File: src/rtl/dma_pkg.sv
package dma_pkg;
  localparam int BLEN_W  = 4;
  localparam int PORT_W  = 4;
  localparam int F_START = 0;
  localparam int F_DONE  = 1;
  localparam int F_DIR   = 2;
  localparam int F_PORT  = 10;
  localparam int CTRL_HI = F_PORT + PORT_W - 1;

  typedef enum logic [1:0] {M_STEAL = 2'b00, M_BURST = 2'b01, M_FLY = 2'b10, M_RSVD = 2'b11} mode_e;
  typedef enum logic [1:0] {SEL_ADDR = 2'd0, SEL_CNT = 2'd1, SEL_CTRL = 2'd2, SEL_NONE = 2'd3} sel_e;

  // packed MSB first: lines up with control bits [13:2]
  typedef struct packed {
    logic [PORT_W-1:0] port;
    logic [BLEN_W-1:0] blen;
    mode_e             mode;
    logic              word;
    logic              dir;
  } ctrl_t;

  typedef enum logic [2:0] {
    S_IDLE, S_GRAB, S_DREQ, S_MEM, S_RD, S_FLY, S_ACK, S_GAP
  } st_e;
endpackage

File: src/rtl/dma_regs.sv
module dma_regs
  import dma_pkg::*;
#(
  parameter int ADDR_W = 16,
  parameter int CNT_W  = 16,
  parameter int REG_W  = 16
) (
  input  logic              clk,
  input  logic              rst,
  input  logic              cfg_we,
  input  logic [1:0]        cfg_sel,
  input  logic [REG_W-1:0]  cfg_wdata,
  output logic [REG_W-1:0]  cfg_rdata,
  input  logic              busy,
  input  logic              unit_done,
  input  logic              xfer_end,
  output logic              start_go,
  output ctrl_t             ctrl,
  output logic [ADDR_W-1:0] addr,
  output logic              cnt_last,
  output logic              irq
);
  logic [CNT_W-1:0]  cnt_q;
  logic [ADDR_W-1:0] step;
  logic              wr_ok, ctrl_wr, zero_go;
  sel_e              sel;
  logic              unused_hi;

  assign sel       = sel_e'(cfg_sel);
  assign wr_ok     = cfg_we && !busy;
  assign ctrl_wr   = wr_ok && (sel == SEL_CTRL);
  assign start_go  = ctrl_wr && cfg_wdata[F_START] && (cnt_q != '0);
  assign zero_go   = ctrl_wr && cfg_wdata[F_START] && (cnt_q == '0);
  assign cnt_last  = (cnt_q == CNT_W'(1));
  assign step      = ctrl.word ? ADDR_W'(2) : ADDR_W'(1);
  assign unused_hi = ^cfg_wdata;

  always_ff @(posedge clk) begin
    if (rst) begin
      addr      <= '0;
      cnt_q     <= '0;
      ctrl      <= '0;
      irq       <= 1'b0;
      cfg_rdata <= '0;
    end else begin
      if (unit_done) begin
        addr  <= addr + step;
        cnt_q <= cnt_q - CNT_W'(1);
      end else begin
        if (wr_ok && sel == SEL_ADDR) addr  <= cfg_wdata[ADDR_W-1:0];
        if (wr_ok && sel == SEL_CNT)  cnt_q <= cfg_wdata[CNT_W-1:0];
      end
      if (ctrl_wr) ctrl <= ctrl_t'(cfg_wdata[CTRL_HI:F_DIR]);
      if (xfer_end || zero_go)            irq <= 1'b1;
      else if (ctrl_wr && cfg_wdata[F_DONE]) irq <= 1'b0;
      case (sel)
        SEL_ADDR: cfg_rdata <= REG_W'(addr);
        SEL_CNT:  cfg_rdata <= REG_W'(cnt_q);
        SEL_CTRL: cfg_rdata <= REG_W'({ctrl, irq, 1'b0});
        default:  cfg_rdata <= '0;
      endcase
    end
  end


  cnt_step_chk: assert property (@(posedge clk) disable iff (rst)
    unit_done |=> cnt_q == CNT_W'($past(cnt_q) - CNT_W'(1)));

  addr_step_chk: assert property (@(posedge clk) disable iff (rst)
    unit_done |=> addr == ADDR_W'($past(addr) + $past(step)));

  busy_write_ignored_chk: assert property (@(posedge clk) disable iff (rst)
    (busy && cfg_we && !unit_done) |=> $stable(addr) && $stable(cnt_q) && $stable(ctrl));

  irq_at_zero_chk: assert property (@(posedge clk) disable iff (rst)
    $rose(irq) |-> cnt_q == '0);

  irq_hold_chk: assert property (@(posedge clk) disable iff (rst)
    (irq && !(ctrl_wr && cfg_wdata[F_DONE])) |=> irq);
endmodule

File: src/rtl/dma_seq.sv
module dma_seq
  import dma_pkg::*;
(
  input  logic              clk,
  input  logic              rst,
  input  logic              start_go,
  input  mode_e             mode,
  input  logic [BLEN_W-1:0] blen,
  input  logic              dir,
  input  logic              cnt_last,
  input  logic              bus_gnt,
  input  logic              dev_ack,
  output logic              busy,
  output logic              unit_done,
  output logic              xfer_end,
  output logic              bus_req,
  output logic              dev_req,
  output logic              mem_en,
  output logic              mem_we,
  output logic              cap_dev,
  output logic              cap_mem,
  output logic              fly_wr,
  output logic              fly_rd
);
  st_e               st, nxt;
  logic [BLEN_W-1:0] beat;
  logic              fly, release_bus;

  assign fly         = (mode == M_FLY);
  assign release_bus = (mode != M_BURST) || (beat == blen);

  assign busy      = (st != S_IDLE);
  assign bus_req   = !(st inside {S_IDLE, S_GAP});
  assign dev_req   = (st == S_DREQ) || (st == S_FLY);
  assign mem_en    = (st == S_MEM) || (st == S_FLY);
  assign mem_we    = !dir;
  assign cap_dev   = (st == S_DREQ) && !dir;
  assign cap_mem   = (st == S_RD);
  assign fly_wr    = (st == S_FLY) && !dir;
  assign fly_rd    = (st == S_ACK) && fly && dir;
  assign unit_done = (st == S_ACK) && dev_ack;
  assign xfer_end  = unit_done && cnt_last;

  always_comb begin
    nxt = st;
    case (st)
      S_IDLE: if (start_go) nxt = S_GRAB;
      S_GRAB: if (bus_gnt) nxt = fly ? S_FLY : S_DREQ;
      S_DREQ: nxt = S_MEM;
      S_MEM:  nxt = dir ? S_RD : S_ACK;
      S_RD:   nxt = S_ACK;
      S_FLY:  nxt = S_ACK;
      S_ACK:  if (dev_ack) nxt = cnt_last ? S_IDLE : (release_bus ? S_GAP : S_DREQ);
      default: nxt = S_GRAB;
    endcase
  end

  always_ff @(posedge clk) begin
    if (rst) begin
      st   <= S_IDLE;
      beat <= '0;
    end else begin
      st <= nxt;
      if (st == S_GRAB)   beat <= '0;
      else if (unit_done) beat <= beat + BLEN_W'(1);
    end
  end


  mem_gnt_chk: assert property (@(posedge clk) disable iff (rst)
    (mem_en || dev_req) |-> bus_gnt);

  steal_release_chk: assert property (@(posedge clk) disable iff (rst)
    (unit_done && mode != M_BURST) |=> !bus_req);

  burst_hold_chk: assert property (@(posedge clk) disable iff (rst)
    (unit_done && mode == M_BURST && !cnt_last && beat != blen) |=> bus_req && dev_req);

  ack_wait_chk: assert property (@(posedge clk) disable iff (rst)
    (st == S_ACK && !dev_ack) |=> st == S_ACK && $stable(beat));
endmodule

File: src/rtl/dma_data.sv
module dma_data #(
  parameter int DATA_W = 16
) (
  input  logic              clk,
  input  logic              rst,
  input  logic              word,
  input  logic              cap_dev,
  input  logic              cap_mem,
  input  logic              fly_wr,
  input  logic              fly_rd,
  input  logic [DATA_W-1:0] dev_rdata,
  input  logic [DATA_W-1:0] mem_rdata,
  output logic [DATA_W-1:0] mem_wdata,
  output logic [DATA_W-1:0] dev_wdata
);
  localparam int BYTE_W = 8;
  logic [DATA_W-1:0] keep, hold, dev_m, mem_m;

  assign keep  = word ? '1 : DATA_W'({BYTE_W{1'b1}});
  assign dev_m = dev_rdata & keep;
  assign mem_m = mem_rdata & keep;

  always_ff @(posedge clk) begin
    if (rst)          hold <= '0;
    else if (cap_dev) hold <= dev_m;
    else if (cap_mem) hold <= mem_m;
  end

  assign mem_wdata = fly_wr ? dev_m : hold;
  assign dev_wdata = fly_rd ? mem_m : hold;


  byte_mask_chk: assert property (@(posedge clk) disable iff (rst)
    (!word && (cap_dev || cap_mem)) |=> hold[DATA_W-1:BYTE_W] == '0);
endmodule

File: src/rtl/dma_mover.sv
module dma_mover
  import dma_pkg::*;
#(
  parameter int ADDR_W = 16,
  parameter int CNT_W  = 16,
  parameter int DATA_W = 16,
  parameter int REG_W  = 16
) (
  input  logic              clk,
  input  logic              rst,
  input  logic              cfg_we,
  input  logic [1:0]        cfg_sel,
  input  logic [REG_W-1:0]  cfg_wdata,
  output logic [REG_W-1:0]  cfg_rdata,
  output logic              irq,
  output logic              bus_req,
  input  logic              bus_gnt,
  output logic              mem_en,
  output logic              mem_we,
  output logic [ADDR_W-1:0] mem_addr,
  output logic [DATA_W-1:0] mem_wdata,
  input  logic [DATA_W-1:0] mem_rdata,
  output logic [PORT_W-1:0] dev_port,
  output logic              dev_req,
  input  logic              dev_ack,
  input  logic [DATA_W-1:0] dev_rdata,
  output logic [DATA_W-1:0] dev_wdata
);
  ctrl_t ctrl;
  logic  busy, unit_done, xfer_end, start_go, cnt_last;
  logic  cap_dev, cap_mem, fly_wr, fly_rd;

  dma_regs #(.ADDR_W(ADDR_W), .CNT_W(CNT_W), .REG_W(REG_W)) u_regs (
    .clk(clk), .rst(rst), .cfg_we(cfg_we), .cfg_sel(cfg_sel), .cfg_wdata(cfg_wdata),
    .cfg_rdata(cfg_rdata), .busy(busy), .unit_done(unit_done), .xfer_end(xfer_end),
    .start_go(start_go), .ctrl(ctrl), .addr(mem_addr), .cnt_last(cnt_last), .irq(irq)
  );

  dma_seq u_seq (
    .clk(clk), .rst(rst), .start_go(start_go), .mode(ctrl.mode), .blen(ctrl.blen),
    .dir(ctrl.dir), .cnt_last(cnt_last), .bus_gnt(bus_gnt), .dev_ack(dev_ack),
    .busy(busy), .unit_done(unit_done), .xfer_end(xfer_end), .bus_req(bus_req),
    .dev_req(dev_req), .mem_en(mem_en), .mem_we(mem_we), .cap_dev(cap_dev),
    .cap_mem(cap_mem), .fly_wr(fly_wr), .fly_rd(fly_rd)
  );

  dma_data #(.DATA_W(DATA_W)) u_data (
    .clk(clk), .rst(rst), .word(ctrl.word), .cap_dev(cap_dev), .cap_mem(cap_mem),
    .fly_wr(fly_wr), .fly_rd(fly_rd), .dev_rdata(dev_rdata), .mem_rdata(mem_rdata),
    .mem_wdata(mem_wdata), .dev_wdata(dev_wdata)
  );

  assign dev_port = ctrl.port;
endmodule

File: config.mk
export PLATFORM = sky130hd
export DESIGN_NAME = dma_mover
export DESIGN_NICKNAME = d
export VERILOG_FILES = /design/src/rtl/dma_pkg.sv /design/src/rtl/dma_regs.sv /design/src/rtl/dma_seq.sv /design/src/rtl/dma_data.sv /design/src/rtl/dma_mover.sv
export SDC_FILE = /design/constraint.sdc
export NUM_CORES = 1
export LEC_CHECK = 0
export BUFFER_PORTS_ARGS = -buffer_cell sky130_fd_sc_hd__buf_2
export CAP_MARGIN = 10
export CORE_ASPECT_RATIO = 2
export CORE_MARGIN = 2
export CORE_UTILIZATION = 35
export DETAILED_ROUTE_END_ITERATION = 7
export PLACE_DENSITY_LB_ADDON = 0.15
export SLEW_MARGIN = 20
export SYNTH_ARGS = -nofsm -noshare
export SYNTH_HDL_FRONTEND = slang
export SYNTH_SLANG_ARGS = --single-unit
File: constraint.sdc
create_clock -name clk -period 2.8 [get_ports clk]
set_input_delay 0.28 -clock clk [delete_from_list [all_inputs] [get_ports clk]]
set_output_delay 0.28 -clock clk [all_outputs]
set_load 0.005 [all_outputs]
==> results.tsv, run 1 <==
stage	metric	value	unit
finish	layout.cells.non_filler	936	
clock_network	root_buffer	clkbuf_16	
yosys	yosys-top-cells-area	dfxtp_1 34%, nand2_1 7.6%, mux2i_1 5.0%	
detailed_routing	route.detailed.drc	0	
timing	rsz0062_at_grt	no	
timing	skew	15.4	ps
status	status	finished clean	
global_route	met2_usage	41.3	%
worst_setup_path	required	2520	ps
power_and_ir_drop	max-vdd-ir-drop	304	uV
finish	mostFrequentLayoutCells	127 x buf_2, 101 x nand2_1, 83 x dfxtp_1	
global_route	grt_overflow	0	
run	maxCapViolCount	0	
finish	final_nets	804	
die	core_area	14000	um^2
finish	drive_above_1_share	25.3	%
yosys	synth_enable_flop_cells	0	
worst_setup_path	crit_slowest_cell	dfxtp_1	
clock_network	cts_tree	yes	
worst_setup_path	path_buf_inv	1	
timing	finalCritPeriodShare	87.1	%
worst_setup_path	end_kind	primary output	
worst_setup_path	cp_max_fo	19	
yosys	synth_area	5000	um^2
global_route	grt_antenna_before_repair	0	
finish	syn2layout_area_growth	21.0	%
finish	final_common_cell	buf_2	
timing	min_period	2440	ps
place	dp_slack	537	ps
yosys	syn_inst	641	
worst_setup_path	cp_top_family	simple AND/OR/NAND/NOR gates	
timing	holdWs	232	ps
place	dp_hpwl	13400	um
finish	diodes	0	
worst_hold_path	hp-class	input pin to register	
yosys	postSynthAreaPerCell	7.80	um^2
die	io_pins	128	
yosys	synth-seq-area-share	33.6	%
yosys	yosysTopAreaCellShare	33.6	%
yosys	async_reset_ff_share	0	%
clock_network	clockBufferDepth	2	
timing	tns	0	ps
die	dieArea	15300	um^2
place	placed_area	5740	um^2
global_route	use_met1	25.4	%
timing	slew_headroom	36.9	%
detailed_routing	drt_iter0_markers	294	
yosys	yosysUniqueCellTypes	70	
clock_network	htreeDepth	3	
worst_setup_path	path_cells	and3b_1 -> and3_2 -> nand3_1 -> nand2_1 -> buf_2	
worst_setup_path	critical_path_class	register to primary output	
clock_network	postCtsSetupBuffers	0	
clock_network	clock-sinks	84	
timing	fmax	410	MHz
die	rows	61	
place	port_buffers	127	
detailed_routing	routed_wl	17900	um
timing	setup_viol	0	
worst_setup_path	start_kind	register	
finish	final_area	6050	um^2
yosys	synth_ff_type	dfxtp_1	
worst_setup_path	max_stage_delay	720	ps
clock_network	clkTransAtPathRegs	70	ps
clock_network	clk_latency	350	ps
die	fp.dieH	173	um
global_route	busiest_layer	met2	
detailed_routing	routed_via_density	5.69	
timing	final_hold_viol_count	0	
detailed_routing	vias	5327	
global_route	grt_first_pass_wirelength	27400	um
clock_network	cts_resized	0	
power_and_ir_drop	powerDensity	474	nW/um^2
die	die_w	88.5	um
global_route	grtUsageTotal	23.1	%
global_route	grt_util_met3	2.48	%
detailed_routing	ant_nets	0	
timing	tightest_slew	947	ps
detailed_routing	first_pass_iters	5	
place	finalWeightedCongestion	0.901	
power_and_ir_drop	power.leakage	2.54	nW
yosys	yosysTopAreaCell	dfxtp_1	
timing	slew_violations	0	
clock_network	holdBufCountCts	0	
timing	setup_slack	361	ps
global_route	first_global_vias	5124	
place	dp.cells	920	
detailed_routing	wl_per_cell	19.1	um
worst_setup_path	arrival	2160	ps
clock_network	numCtsBuffers	9	
yosys	synth-seq-cells	84	
global_route	grt_max_degree	42	
die	initial_core_util	35.8	%
yosys	ys_warn_count	0	
yosys	syn-num-nets	703	
[cells in the mapped netlist, types with 9 or more instances]
master,n
nor3_1,17
nand4_1,11
a22oi_1,11
clkbuf_1,29
nand2_1,101
nor2_1,63
a21oi_1,48
mux2i_1,25
a31oi_1,14
o21ai_0,33
nand3_1,26
inv_1,9
buf_2,11
a211oi_1,17
dfxtp_1,84
[metrics by stage]
stage | power (W) | util, %
after global placement | 0.00166 | 41.1
after floorplan | 0.00150 | -
final | 0.00287 | 43.3
after CTS | 0.00289 | 43.3
after global routing | 0.00298 | 43.3
after detailed placement | 0.00166 | 41.1
[worst register-to-register path: stages (launching register included)]
cell	delay, ps
dfxtp_1	530
nor3_2	690
nand2_1	490
o311ai_0	290
a31oi_1	130
[cells by family (layout without fill, tap and decap cells)]
| kind of cell | Yosys count | after routing | synth area share [%] |
|---|---|---|---|
| fa+ha+maj | 7 | 7 | 1.90 |
| xor+xnor | 9 | 9 | 1.58 |
| flops | 84 | 84 | 33.6 |
| mux | 33 | 33 | 6.80 |
| compound gates | 174 | 174 | 22.8 |
| simple gates | 273 | 273 | 27.3 |
| buf+inv | 61 | 167 | 6.05 |
[layout make-up]
type | count | area, um^2
clock buffers | 9 | 225
fillers | 1501 | 7920
repair buffers | 142 | 773
multi-input cells | 496 | 3020
flip-flops and latches | 84 | 1680
well taps | 189 | 236
inverters | 9 | 33.8
clock inverters | 7 | 76.3
[sequential cells by signal, summed over array words and instances (netlist names)]
signal,count
u_regs.irq,1
u_seq.st,3
u_seq.beat,4
u_regs.cnt_q,16
u_data.hold,16
u_regs.cfg_rdata,16
u_regs.ctrl,12
u_regs.addr,16
[path summary, 6_finish.rpt]
| kind | startpoint | end | slack [ps] | cells after the start |
|---|---|---|---|---|
| worst min-delay path | cfg_wdata[5] | u_regs.ctrl[3] | 230 | 3 |
| worst min register to register | u_regs.ctrl[9] | u_regs.ctrl[9] | 500 | 2 |
| worst max register to register | u_seq.st[0] | u_regs.cnt_q[12] | 570 | 4 |
| worst max-delay path | u_seq.st[1] | dev_wdata[8] | 360 | 5 |
[layer usage]
metal | wire length (um) | vias up | share of wire [%]
met4 | 939 | 0 | 5.3
li1 | - | 2517 | -
met3 | 920 | 46 | 5.2
met1 | 6800 | 2509 | 38
met2 | 9210 | 255 | 52
met5 | 0 | - | 0
[where the power goes]
part / leakage, nW / internal, W / switching (W) / total, W
Combinational: 1.72 / 0.000143 / 0.000220 / 0.000363
Clock: 0.142 / 0.000696 / 0.000533 / 0.00123
Sequential: 0.681 / 0.00123 / 0.0000504 / 0.00128
Total: 2.54 / 0.00207 / 0.000803 / 0.00287
(Power assumes the default switching activity.)
==> inputs of run 2 (changes only) <==
- SYNTH_HIERARCHICAL: unset -> 1
==> results.tsv, run 2 <==
stage	metric	value	unit	change
power_and_ir_drop	switching_share	27.4	%	-0.58 points
detailed_routing	first_pass_iters	5		unchanged
timing	final_hold_viol_count	0		unchanged
power_and_ir_drop	p_sw	0.000811	W	+0.99%
clock_network	cts_resized	0		unchanged
timing	skew	7.46	ps	-7.98 ps
detailed_routing	route.detailed.drc	0		unchanged
timing	fmax	419	MHz	+2.1%
power_and_ir_drop	p_int	0.00215	W	+4.0%
yosys	async_reset_ff_share	0	%	unchanged
finish	drive_above_1_share	29.5	%	+4.2 points
clock_network	numCtsBuffers	9		unchanged
worst_setup_path	critical_path_class	register to register		
global_route	grt_max_degree	36		-14%
timing	tightest_slew	654	ps	-293 ps
timing	slew_violations	0		unchanged
place	dp_hpwl	12600	um	-5.9%
worst_hold_path	hp-class	input pin to register		
status	status	finished clean		
die	io_pins	128		unchanged
finish	syn2layout_area_growth	23.6	%	
worst_setup_path	arrival	2630	ps	+470 ps
die	core_area	13900	um^2	-0.55%
yosys	synth_enable_flop_cells	0		unchanged
yosys	yosysTopAreaCell	dfxtp_1		
power_and_ir_drop	power.leakage	2.48	nW	-2.2%
finish	final_nets	786		-2.2%
die	rows	61		unchanged
yosys	synth-seq-cells	84		unchanged
detailed_routing	drt_iter0_markers	261		-11%
yosys	synth-seq-area-share	33.9	%	+0.26 points
detailed_routing	routed_via_density	5.52		-3.1%
global_route	grt_antenna_before_repair	0		unchanged
clock_network	clkTransAtPathRegs	60	ps	about the same
worst_setup_path	required	3040	ps	+520 ps
detailed_routing	vias	5064		-4.9%
timing	holdWs	214	ps	-18.1 ps
yosys	yosysUniqueCellTypes	67		-4.3%
detailed_routing	wl_per_cell	18.0	um	-5.9%
timing	setup_viol	0		unchanged
detailed_routing	routed_wl	16500	um	-7.7%
clock_network	postCtsSetupBuffers	0		unchanged
power_and_ir_drop	max-vdd-ir-drop	283	uV	-6.8%
clock_network	root_buffer	clkbuf_16		
die	initial_core_util	35.7	%	-0.082 points
yosys	syn_inst	608		-5.1%
yosys	synth_ff_type	dfxtp_1		
timing	finalCritPeriodShare	85.3	%	-1.8 points
timing	min_period	2390	ps	-49.9 ps
finish	mostFrequentLayoutCells	127 x buf_2, 84 x dfxtp_1, 52 x a21oi_1		
yosys	postSynthAreaPerCell	8.16	um^2	+4.6%
clock_network	htreeDepth	3		unchanged
global_route	grtUsageTotal	21.5	%	-1.6 points
clock_network	cts_tree	yes		
die	dieArea	15200	um^2	-0.75%
place	port_buffers	127		unchanged
power_and_ir_drop	clkPwrFrac	40.3	%	-2.5 points
run	maxCapViolCount	0		unchanged
yosys	yosysTopAreaCellShare	33.9	%	+0.26 points
yosys	synth_area	4960	um^2	-0.78%
die	die_w	88.2	um	-0.37%
timing	slew_headroom	56.3	%	+19 points
yosys	syn-num-nets	669		-4.8%
die	fp.dieH	172	um	-0.38%
detailed_routing	ant_nets	0		unchanged
yosys	synth_most_common_cell	dfxtp_1		
power_and_ir_drop	p_comb_share	15.8	%	+3.2 points
power_and_ir_drop	powerDensity	482	nW/um^2	+1.7%
global_route	grt_first_pass_wirelength	25300	um	-7.8%
yosys	synth_common_cells	84 x dfxtp_1, 52 x a21oi_1, 51 x nor2_1		
clock_network	holdBufCountCts	0		unchanged
global_route	grt_overflow	0		unchanged
place	dp.cells	903		-1.8%
clock_network	clk_latency	340	ps	about the same
clock_network	clockBufferDepth	2		unchanged
clock_network	clock-sinks	84		unchanged
timing	tns	0	ps	unchanged
finish	diodes	0		unchanged
timing	rsz0062_at_grt	no		
place	finalWeightedCongestion	0.940		+4.3%
finish	final_common_cell	buf_2		
yosys	yosys-top-cells-area	dfxtp_1 34%, a21oi_1 5.2%, mux2i_1 5.2%		
global_route	first_global_vias	4963		-3.1%
worst_setup_path	start_kind	register		
worst_setup_path	end_kind	register		
power_and_ir_drop	seq_power_share	43.9	%	-0.6 points
worst_setup_path	cp_max_fo	18		-1
yosys	ys_warn_count	6		+6
finish	layout.cells.non_filler	918		-1.9%
[run 2: cell count changes in the layout (fill, tap and decap cells not counted), sizes merged, moves of 10 or more]
cell / change
nand2: -51
nor2: -15
buf: +13
inv: +11
a311oi: +10
mux2: +10
nand2b: +10
[run 2: per-layer routing]
| layer | wire length [um] | up-vias | track usage (%) |
|---|---|---|---|
| li1 | - | 2442 | - |
| met1 | 6210 | 2392 | 21.7 |
| met2 | 8910 | 190 | 41.4 |
| met3 | 671 | 40 | 2.63 |
| met4 | 704 | 0 | 11.1 |
| met5 | 0 | - | 0 |
[run 2: worst paths after layout]
check,to,slack (ps),from,cells past startpoint
min reg2reg,u_regs/ctrl[10],480,u_regs/ctrl[10],2
max reg2reg,u_regs/addr[8],410,u_seq/st[0],6
min,u_regs/ctrl[11],210,cfg_wdata[13],3
max,u_regs/addr[8],410,u_seq/st[0],6
[run 2: cell families after synthesis]
logic type | Yosys count | synth area share [%]
fa+ha+maj | 6 | 1.66
buf+inv | 70 | 6.53
simple gates | 236 | 25.4
flops | 84 | 33.9
mux | 44 | 9.33
xor+xnor | 10 | 1.76
compound gates | 158 | 21.4
[run 2: power by group through the flow]
stage          logic, W  registers [W]  clock network, W
2_1_floorplan  0.000267        0.00131                 0
3_3_place_gp   0.000459        0.00132                 0
3_5_place_dp   0.000463        0.00133                 0
4_1_cts        0.000466        0.00130           0.00123
5_1_grt        0.000508        0.00131           0.00128
6_report       0.000467        0.00130           0.00119
[run 2: area by class of cell]
type	instances	area, um^2
Inverter	21	78.8
Clock inverter	5	52.6
Fill cell	1470	7750
Tap cell	189	236
Multi-Input combinational cell	454	2990
Timing Repair Buffer	155	858
Sequential cell	84	1680
Clock buffer	10	239
[run 2: critical path, stage by stage, from the launching register on]
cell and delay [ps]:
dfxtp_1 400, and4b_1 630, inv_2 280, nor4_2 430, buf_4 230, a211oi_1 90
a311oi_1 220
[run 2: per-stage QoR]
step / instance area (um^2) / util (%) / worst slack [ps] / power, W
2_1_floorplan: 4960 / - / 552 / 0.00157
3_3_place_gp: 5850 / 42.1 / 539 / 0.00178
3_5_place_dp: 5850 / 42.1 / 504 / 0.00179
4_1_cts: 6140 / 44.2 / 430 / 0.00299
5_1_grt: 6140 / 44.2 / 278 / 0.00309
6_report: 6140 / 44.2 / 411 / 0.00296
